File: config.mk
export PLATFORM = sky130hd
export DESIGN_NAME = evtlog_fifo
export DESIGN_NICKNAME = d
export VERILOG_FILES = /design/src/rtl/evtlog_pkg.sv /design/src/rtl/evtlog_hold.sv /design/src/rtl/evtlog_arb.sv /design/src/rtl/evtlog_ring.sv /design/src/rtl/evtlog_fifo.sv
export SDC_FILE = /design/constraint.sdc
export NUM_CORES = 1
export LEC_CHECK = 0
export BUFFER_PORTS_ARGS = -buffer_cell sky130_fd_sc_hd__buf_2
export CORE_MARGIN = 2
export CORE_UTILIZATION = 60
export CTS_BUF_LIST = sky130_fd_sc_hd__clkbuf_16
export CTS_CLUSTER_DIAMETER = 150
export DETAILED_ROUTE_END_ITERATION = 16
export GPL_ROUTABILITY_DRIVEN = 0
export HOLD_SLACK_MARGIN = 0.06
export PLACE_DENSITY = 0.75
export SLEW_MARGIN = 20
export SYNTH_ARGS = -nofsm -noshare
export SYNTH_HDL_FRONTEND = slang
export SYNTH_SLANG_ARGS = --single-unit
File: constraint.sdc
create_clock -name clk -period 6.55 [get_ports clk]
set_input_delay 0.9825 -clock clk [delete_from_list [all_inputs] [get_ports clk]]
set_output_delay 0.9825 -clock clk [all_outputs]
set_load 0.02 [all_outputs]
File: src/rtl/evtlog_pkg.sv
package evtlog_pkg;
   typedef enum int unsigned {
      SRC_KEY = 0,
      SRC_GPI = 1,
      SRC_LGC = 2
   } evt_src_e;
   localparam int unsigned NUM_SRC = 3;
endpackage

File: src/rtl/evtlog_hold.sv
module evtlog_hold #(
   parameter int unsigned ENT_W = 8
) (
   input  logic             clk,
   input  logic             rst_n,
   input  logic             live_v,
   input  logic [ENT_W-1:0] live_e,
   input  logic             grant,
   output logic             req,
   output logic [ENT_W-1:0] req_e
);
   logic             held_v;
   logic [ENT_W-1:0] held_e;

   assign req   = held_v | live_v;
   assign req_e = held_v ? held_e : live_e;

   always_ff @(posedge clk or negedge rst_n) begin
      if (!rst_n) begin
         held_v <= 1'b0;
         held_e <= '0;
      end else if (req && !grant) begin
         held_v <= 1'b1;
         held_e <= req_e;
      end else if (held_v && live_v) begin
         held_v <= 1'b1;
         held_e <= live_e;
      end else begin
         held_v <= 1'b0;
      end
   end


   retry_chk: assert property (@(posedge clk) disable iff (!rst_n)
      (req && !grant) |=> (req && req_e == $past(req_e)));
endmodule

File: src/rtl/evtlog_arb.sv
module evtlog_arb #(
   parameter int unsigned N = 3
) (
   input  logic         clk,
   input  logic         rst_n,
   input  logic [N-1:0] req,
   output logic [N-1:0] grant
);
   logic found;

   always_comb begin
      grant = '0;
      found = 1'b0;
      for (int i = 0; i < N; i++) begin
         if (req[i] && !found) begin
            grant[i] = 1'b1;
            found    = 1'b1;
         end
      end
   end


   grant_onehot_chk: assert property (@(posedge clk) disable iff (!rst_n)
      $onehot0(grant));

   grant_prio_chk: assert property (@(posedge clk) disable iff (!rst_n)
      (req != '0) |-> (grant != '0 && ((grant - 1'b1) & req) == '0));
endmodule

File: src/rtl/evtlog_ring.sv
module evtlog_ring #(
   parameter int unsigned DEPTH = 16,
   parameter int unsigned ENT_W = 8,
   parameter int unsigned CNT_W = $clog2(DEPTH + 1)
) (
   input  logic             clk,
   input  logic             rst_n,
   input  logic             push,
   input  logic [ENT_W-1:0] push_e,
   input  logic             pop_req,
   output logic [ENT_W-1:0] head_e,
   output logic [CNT_W-1:0] count,
   output logic             accept,
   output logic             drop
);
   localparam int unsigned     PTR_W = (DEPTH > 1) ? $clog2(DEPTH) : 1;
   localparam logic [CNT_W-1:0] FULL = CNT_W'(DEPTH);

   logic [ENT_W-1:0] mem [DEPTH];
   logic [PTR_W-1:0] wr_ptr, rd_ptr, wr_nxt, rd_nxt;
   logic [CNT_W-1:0] cnt;
   logic             pop;

   assign pop    = pop_req && (cnt != '0);
   assign accept = push && ((cnt != FULL) || pop);
   assign drop   = push && !accept;

   generate
      if (DEPTH == (1 << PTR_W)) begin : g_pow2
         assign wr_nxt = wr_ptr + 1'b1;
         assign rd_nxt = rd_ptr + 1'b1;
      end else begin : g_wrap
         assign wr_nxt = (wr_ptr == PTR_W'(DEPTH - 1)) ? '0 : wr_ptr + 1'b1;
         assign rd_nxt = (rd_ptr == PTR_W'(DEPTH - 1)) ? '0 : rd_ptr + 1'b1;
      end
   endgenerate

   always_ff @(posedge clk or negedge rst_n) begin
      if (!rst_n) begin
         wr_ptr <= '0;
         rd_ptr <= '0;
         cnt    <= '0;
      end else begin
         if (accept) wr_ptr <= wr_nxt;
         if (pop)    rd_ptr <= rd_nxt;
         case ({accept, pop})
            2'b10:   cnt <= cnt + 1'b1;
            2'b01:   cnt <= cnt - 1'b1;
            default: cnt <= cnt;
         endcase
      end
   end

   always_ff @(posedge clk) begin
      if (accept) mem[wr_ptr] <= push_e;
   end

   assign head_e = (cnt == '0) ? '0 : mem[rd_ptr];
   assign count  = cnt;


   count_le_depth_chk: assert property (@(posedge clk) disable iff (!rst_n)
      count <= FULL);

   count_inc_chk: assert property (@(posedge clk) disable iff (!rst_n)
      (accept && !pop_req) |=> count == $past(count) + 1'b1);

   empty_read_chk: assert property (@(posedge clk) disable iff (!rst_n)
      (pop_req && count == '0 && !push) |=> (count == '0 && head_e == '0));

   push_pop_chk: assert property (@(posedge clk) disable iff (!rst_n)
      (push && pop_req && count != '0) |=> $stable(count));

   drop_keeps_chk: assert property (@(posedge clk) disable iff (!rst_n)
      drop |=> $stable(count));
endmodule

File: src/rtl/evtlog_fifo.sv
module evtlog_fifo
   import evtlog_pkg::*;
#(
   parameter int unsigned DEPTH = 16,
   parameter int unsigned ID_W  = 7
) (
   input  logic                       clk,
   input  logic                       rst_n,
   input  logic                       key_evt_v,
   input  logic [ID_W-1:0]            key_evt_id,
   input  logic                       key_evt_st,
   input  logic                       gpi_evt_v,
   input  logic [ID_W-1:0]            gpi_evt_id,
   input  logic                       gpi_evt_st,
   input  logic                       lgc_evt_v,
   input  logic [ID_W-1:0]            lgc_evt_id,
   input  logic                       lgc_evt_st,
   input  logic                       host_rd,
   input  logic                       clr_evt_irq,
   input  logic                       clr_ovf_irq,
   output logic [ID_W:0]              host_rdata,
   output logic [$clog2(DEPTH+1)-1:0] evt_cnt,
   output logic                       evt_irq,
   output logic                       ovf_irq
);
   localparam int unsigned ENT_W = ID_W + 1;
   localparam int unsigned CNT_W = $clog2(DEPTH + 1);

   generate
      if (DEPTH < 2) begin : g_bad_depth
         $error("evtlog_fifo: DEPTH must be at least 2");
      end
      if (ID_W < 2) begin : g_bad_id
         $error("evtlog_fifo: ID_W must be at least 2");
      end
   endgenerate

   logic [NUM_SRC-1:0] src_v, req, grant;
   logic [ENT_W-1:0]   src_e [NUM_SRC];
   logic [ENT_W-1:0]   req_e [NUM_SRC];
   logic [ENT_W-1:0]   push_e;
   logic               push, accept, drop;

   assign src_v[SRC_KEY] = key_evt_v && (key_evt_id != '0);
   assign src_v[SRC_GPI] = gpi_evt_v && (gpi_evt_id != '0);
   assign src_v[SRC_LGC] = lgc_evt_v && (lgc_evt_id != '0);
   assign src_e[SRC_KEY] = {key_evt_st, key_evt_id};
   assign src_e[SRC_GPI] = {gpi_evt_st, gpi_evt_id};
   assign src_e[SRC_LGC] = {lgc_evt_st, lgc_evt_id};

   generate
      for (genvar s = 0; s < NUM_SRC; s++) begin : g_src
         evtlog_hold #(.ENT_W(ENT_W)) u_hold (
            .clk    (clk),
            .rst_n  (rst_n),
            .live_v (src_v[s]),
            .live_e (src_e[s]),
            .grant  (grant[s]),
            .req    (req[s]),
            .req_e  (req_e[s])
         );
      end
   endgenerate

   evtlog_arb #(.N(NUM_SRC)) u_arb (
      .clk   (clk),
      .rst_n (rst_n),
      .req   (req),
      .grant (grant)
   );

   always_comb begin
      push_e = '0;
      for (int s = 0; s < NUM_SRC; s++) begin
         if (grant[s]) push_e = push_e | req_e[s];
      end
   end
   assign push = |grant;

   evtlog_ring #(.DEPTH(DEPTH), .ENT_W(ENT_W), .CNT_W(CNT_W)) u_ring (
      .clk     (clk),
      .rst_n   (rst_n),
      .push    (push),
      .push_e  (push_e),
      .pop_req (host_rd),
      .head_e  (host_rdata),
      .count   (evt_cnt),
      .accept  (accept),
      .drop    (drop)
   );

   always_ff @(posedge clk or negedge rst_n) begin
      if (!rst_n) begin
         evt_irq <= 1'b0;
         ovf_irq <= 1'b0;
      end else begin
         evt_irq <= accept | (evt_irq & ~clr_evt_irq);
         ovf_irq <= drop   | (ovf_irq & ~clr_ovf_irq);
      end
   end


   evt_set_chk: assert property (@(posedge clk) disable iff (!rst_n)
      accept |=> evt_irq);

   ovf_set_chk: assert property (@(posedge clk) disable iff (!rst_n)
      drop |=> ovf_irq);

   evt_clr_chk: assert property (@(posedge clk) disable iff (!rst_n)
      (clr_evt_irq && !accept) |=> !evt_irq);

   ovf_clr_chk: assert property (@(posedge clk) disable iff (!rst_n)
      (clr_ovf_irq && !drop) |=> !ovf_irq);
endmodule

==> reports/metrics.yaml <==
status: "finished, final reports clean"
worst_hold_slack_ps: 504
layout.nets: 525
cts.path.max_buffers: 2
dieWidth_um: 115
cts.htree.levels: 4
cts_sinks: 170
overflow: 0
wl_mm: 14.4
drt-pass1-iter-count: 5
clk_latency_ps: 430
leakage_uw: 0.00307
slew_violations: 0
ff2ff_path_depth: 12
syn-instance-count: 437
fin_skew_ps: 8.84
first_iter_violations: 315
syn-cell-area_sq_um: 7370
synth_seq_area_share: 0.664
seq_area_sq_um: 4900
fmax_mhz: 247
clk_pin_slew_ps: 70
pin_count: 47
final_cells: 645
cts_root_buf: "clkbuf_16"
period_needed_ps: 4050
n_antenna_cell: 0
grt_start_max_net_pins: 43
worstSetupEndpointType: "primary output"
ys_warn_count: 0
routed-via-count: 3988
area_growth_pct: 12.9
ant_nets: 0
synth_fp_nets: 477
vdd_drop_max_mv: 0.253
core_sq_um: 12000
cp_max_fo: 19
tightest_slew_ps: 1090
setup_viol: 0
multi_input_comb_area_sq_um: 2360
relSlewSlack: 0.269
setup_tns_ps: 0
period_share: 0.618
die_area_sq_um: 13200
dp_cells: 613
n_fill_cell: 808
drc_errors: 0
worstPathRequired_ps: 5570
powerDensity_nw_per_um2: 439
hp-class: "register to register"
dp_hpwl_mm: 9.17
rsz0062_at_grt: "no"
viasPerCell: 6.18
avgSynthCellArea_sq_um: 16.9
track_usage: 0.236
drv_cap: 0
grt_pass1_vias: 4001
io_buffer_count: 46
cts_resized: 0
routedWlPerCell_um: 22.3
die_y_um: 115
synth_seq_cells: 170
worstPathArrival_ps: 3060
hold_viol_final: 0
numCtsBuffers: 17
holdPathStages: 1
postCtsSetupRepairBufs: 0
rows: 40
crit_type: "register to primary output"
grt_pass1_wl_mm: 22.3
initial_core_util: 0.614
antenna_found_initial: 0
start_kind: "register"
synth_cell_type_count: 43
cts_hold_buf: 0
cts_tree: "done"
drive_gt1_frac: 0.341
power breakdown:
| group | switching, uW | total (uW) | internal, uW |
|---|---|---|---|
| Combinational | 529 | 1050 | 526 |
| Sequential | 224 | 1650 | 1430 |
| Clock | 446 | 953 | 507 |
layout make-up:
| type | count | share of cell area |
|---|---|---|
| Inverter | 6 | 0.00271 |
| Multi-Input combinational cell | 236 | 0.284 |
| Sequential cell | 170 | 0.588 |
| Timing Repair Buffer | 54 | 0.0349 |
| Tap cell | 147 | 0.0221 |
| Clock inverter | 15 | 0.0173 |
| Clock buffer | 17 | 0.0511 |
through the flow:
step	total power, uW	worst slack, ps	utilization	instance area, sq um
after CTS	3690	2430	0.693	8320
final	3660	2500	0.693	8320
after global routing	3830	2330	0.693	8320
after floorplan	2390	2940	-	7370
after global placement	2680	2440	0.645	7750
after detailed placement	2730	2320	0.645	7750
kinds of logic after synthesis:
| group | after synthesis | share of synthesized area |
|---|---|---|
| xor gates and xnor gates | 14 | 0.0166 |
| and+or+nand+nor | 91 | 0.0626 |
| adders and majority gates | 9 | 0.0149 |
| buffers and inverters | 31 | 0.0183 |
| muxes | 80 | 0.186 |
| AOI/OAI and AO/OA | 42 | 0.0377 |
| DFF | 170 | 0.664 |
worst max-delay path, cell delays in order, from the launching register on:
cell     delay, ps
dfrtp_2        740
buf_4          470
mux4_2         590
mux4_2         490
nor2b_1        140
buf_2          190
layer usage:
metal,global-route usage,wire [um],up-vias
met5,0,0,-
li1,-,-,1790
met4,0.0884,248,0
met3,0.0506,793,23
met1,0.329,6020,2033
met2,0.373,7300,142
registers in the layout, indices dropped and copies added, names as in the netlist:
name	flops
evt_irq	1
g_src.u_hold.held_e	24
u_ring.wr_ptr	4
ovf_irq	1
u_ring.count	5
g_src.u_hold.held_v	3
u_ring.rd_ptr	4
u_ring.mem	128
cells in the mapped netlist (all sizes together):
| library cell | count | share of area |
|---|---|---|
| o41a | 2 | 0.0031 |
| inv | 6 | 0.0031 |
| mux4 | 40 | 0.12 |
| nor2b | 11 | 0.0093 |
| nand3 | 1 | 0.0024 |
| dfrtp | 42 | 0.14 |
| o22ai | 1 | 0.00085 |
| nand2b | 2 | 0.0017 |
| o22a | 2 | 0.0036 |
| o31ai | 2 | 0.0020 |
| clkbuf | 15 | 0.0076 |
| xor2 | 7 | 0.0083 |
| a222oi | 2 | 0.0027 |
| edfxtp | 128 | 0.52 |
| mux2 | 31 | 0.051 |
| or4 | 4 | 0.0046 |
| nor2 | 18 | 0.0092 |
| nand3b | 3 | 0.0031 |
| mux2i | 9 | 0.012 |
| nand2 | 39 | 0.021 |
| or3 | 1 | 0.0015 |
| buf | 10 | 0.0076 |
| a21oi | 4 | 0.0027 |
| a221o | 1 | 0.0014 |
| o221ai | 1 | 0.0012 |
| xnor2 | 7 | 0.0083 |
| nand4 | 2 | 0.0025 |
| a32o | 1 | 0.0014 |
| ha | 8 | 0.014 |
| o21ai | 24 | 0.017 |
| nor4 | 4 | 0.0034 |
| nor3 | 6 | 0.0041 |
| a21boi | 1 | 0.0010 |
| o21a | 1 | 0.0010 |
| maj3 | 1 | 0.0014 |
path summary, 6_finish.rpt:
check | endpoint | start | slack [ps]
max | host_rdata[1] | u_ring.rd_ptr[0]$_DFFE_PN0P_ | 2500
min | g_src[1].u_hold.held_e[0]$_DFFE_PN0P_ | g_src[1].u_hold.held_e[0]$_DFFE_PN0P_ | 500
max reg2reg | u_ring.count[4]$_DFFE_PN0P_ | g_src[1].u_hold.held_v$_DFF_PN0_ | 2820
min reg2reg | g_src[1].u_hold.held_e[0]$_DFFE_PN0P_ | g_src[1].u_hold.held_e[0]$_DFFE_PN0P_ | 500
max in group asynchronous | u_ring.rd_ptr[1]$_DFFE_PN0P_ | rst_n | 5170
min in group asynchronous | g_src[0].u_hold.held_e[0]$_DFFE_PN0P_ | rst_n | 690
cells in the final DEF, fill, tap and decap left out, types with 2 or more instances in the layout:
cell       synthesis  layout
nand3b_1           3       3
clkbuf_16          0      17
nand2_1           38      38
mux2i_1            9       9
mux4_2            40      40
nand2b_1           2       2
dfrtp_1           42      40
a21oi_1            4       3
xnor2_1            7       7
mux2_4             8       8
nor4_1             4       4
o21ai_0           23      23
buf_2              3      46
buf_4              0       8
xor2_1             7       7
a222oi_1           2       2
ha_1               8       8
mux2_2            23      23
dfrtp_2            0       2
inv_1              6       6
inv_6              0       6
o41a_1             2       2
clkinv_4           0       4
edfxtp_1         128     128
inv_8              0       5
nor3_1             6       3
o31ai_1            2       2
nor3_2             0       3
nor2_1            18      18
or4_1              3       3
nor2b_1           11      11
(Power assumes the default switching activity.)
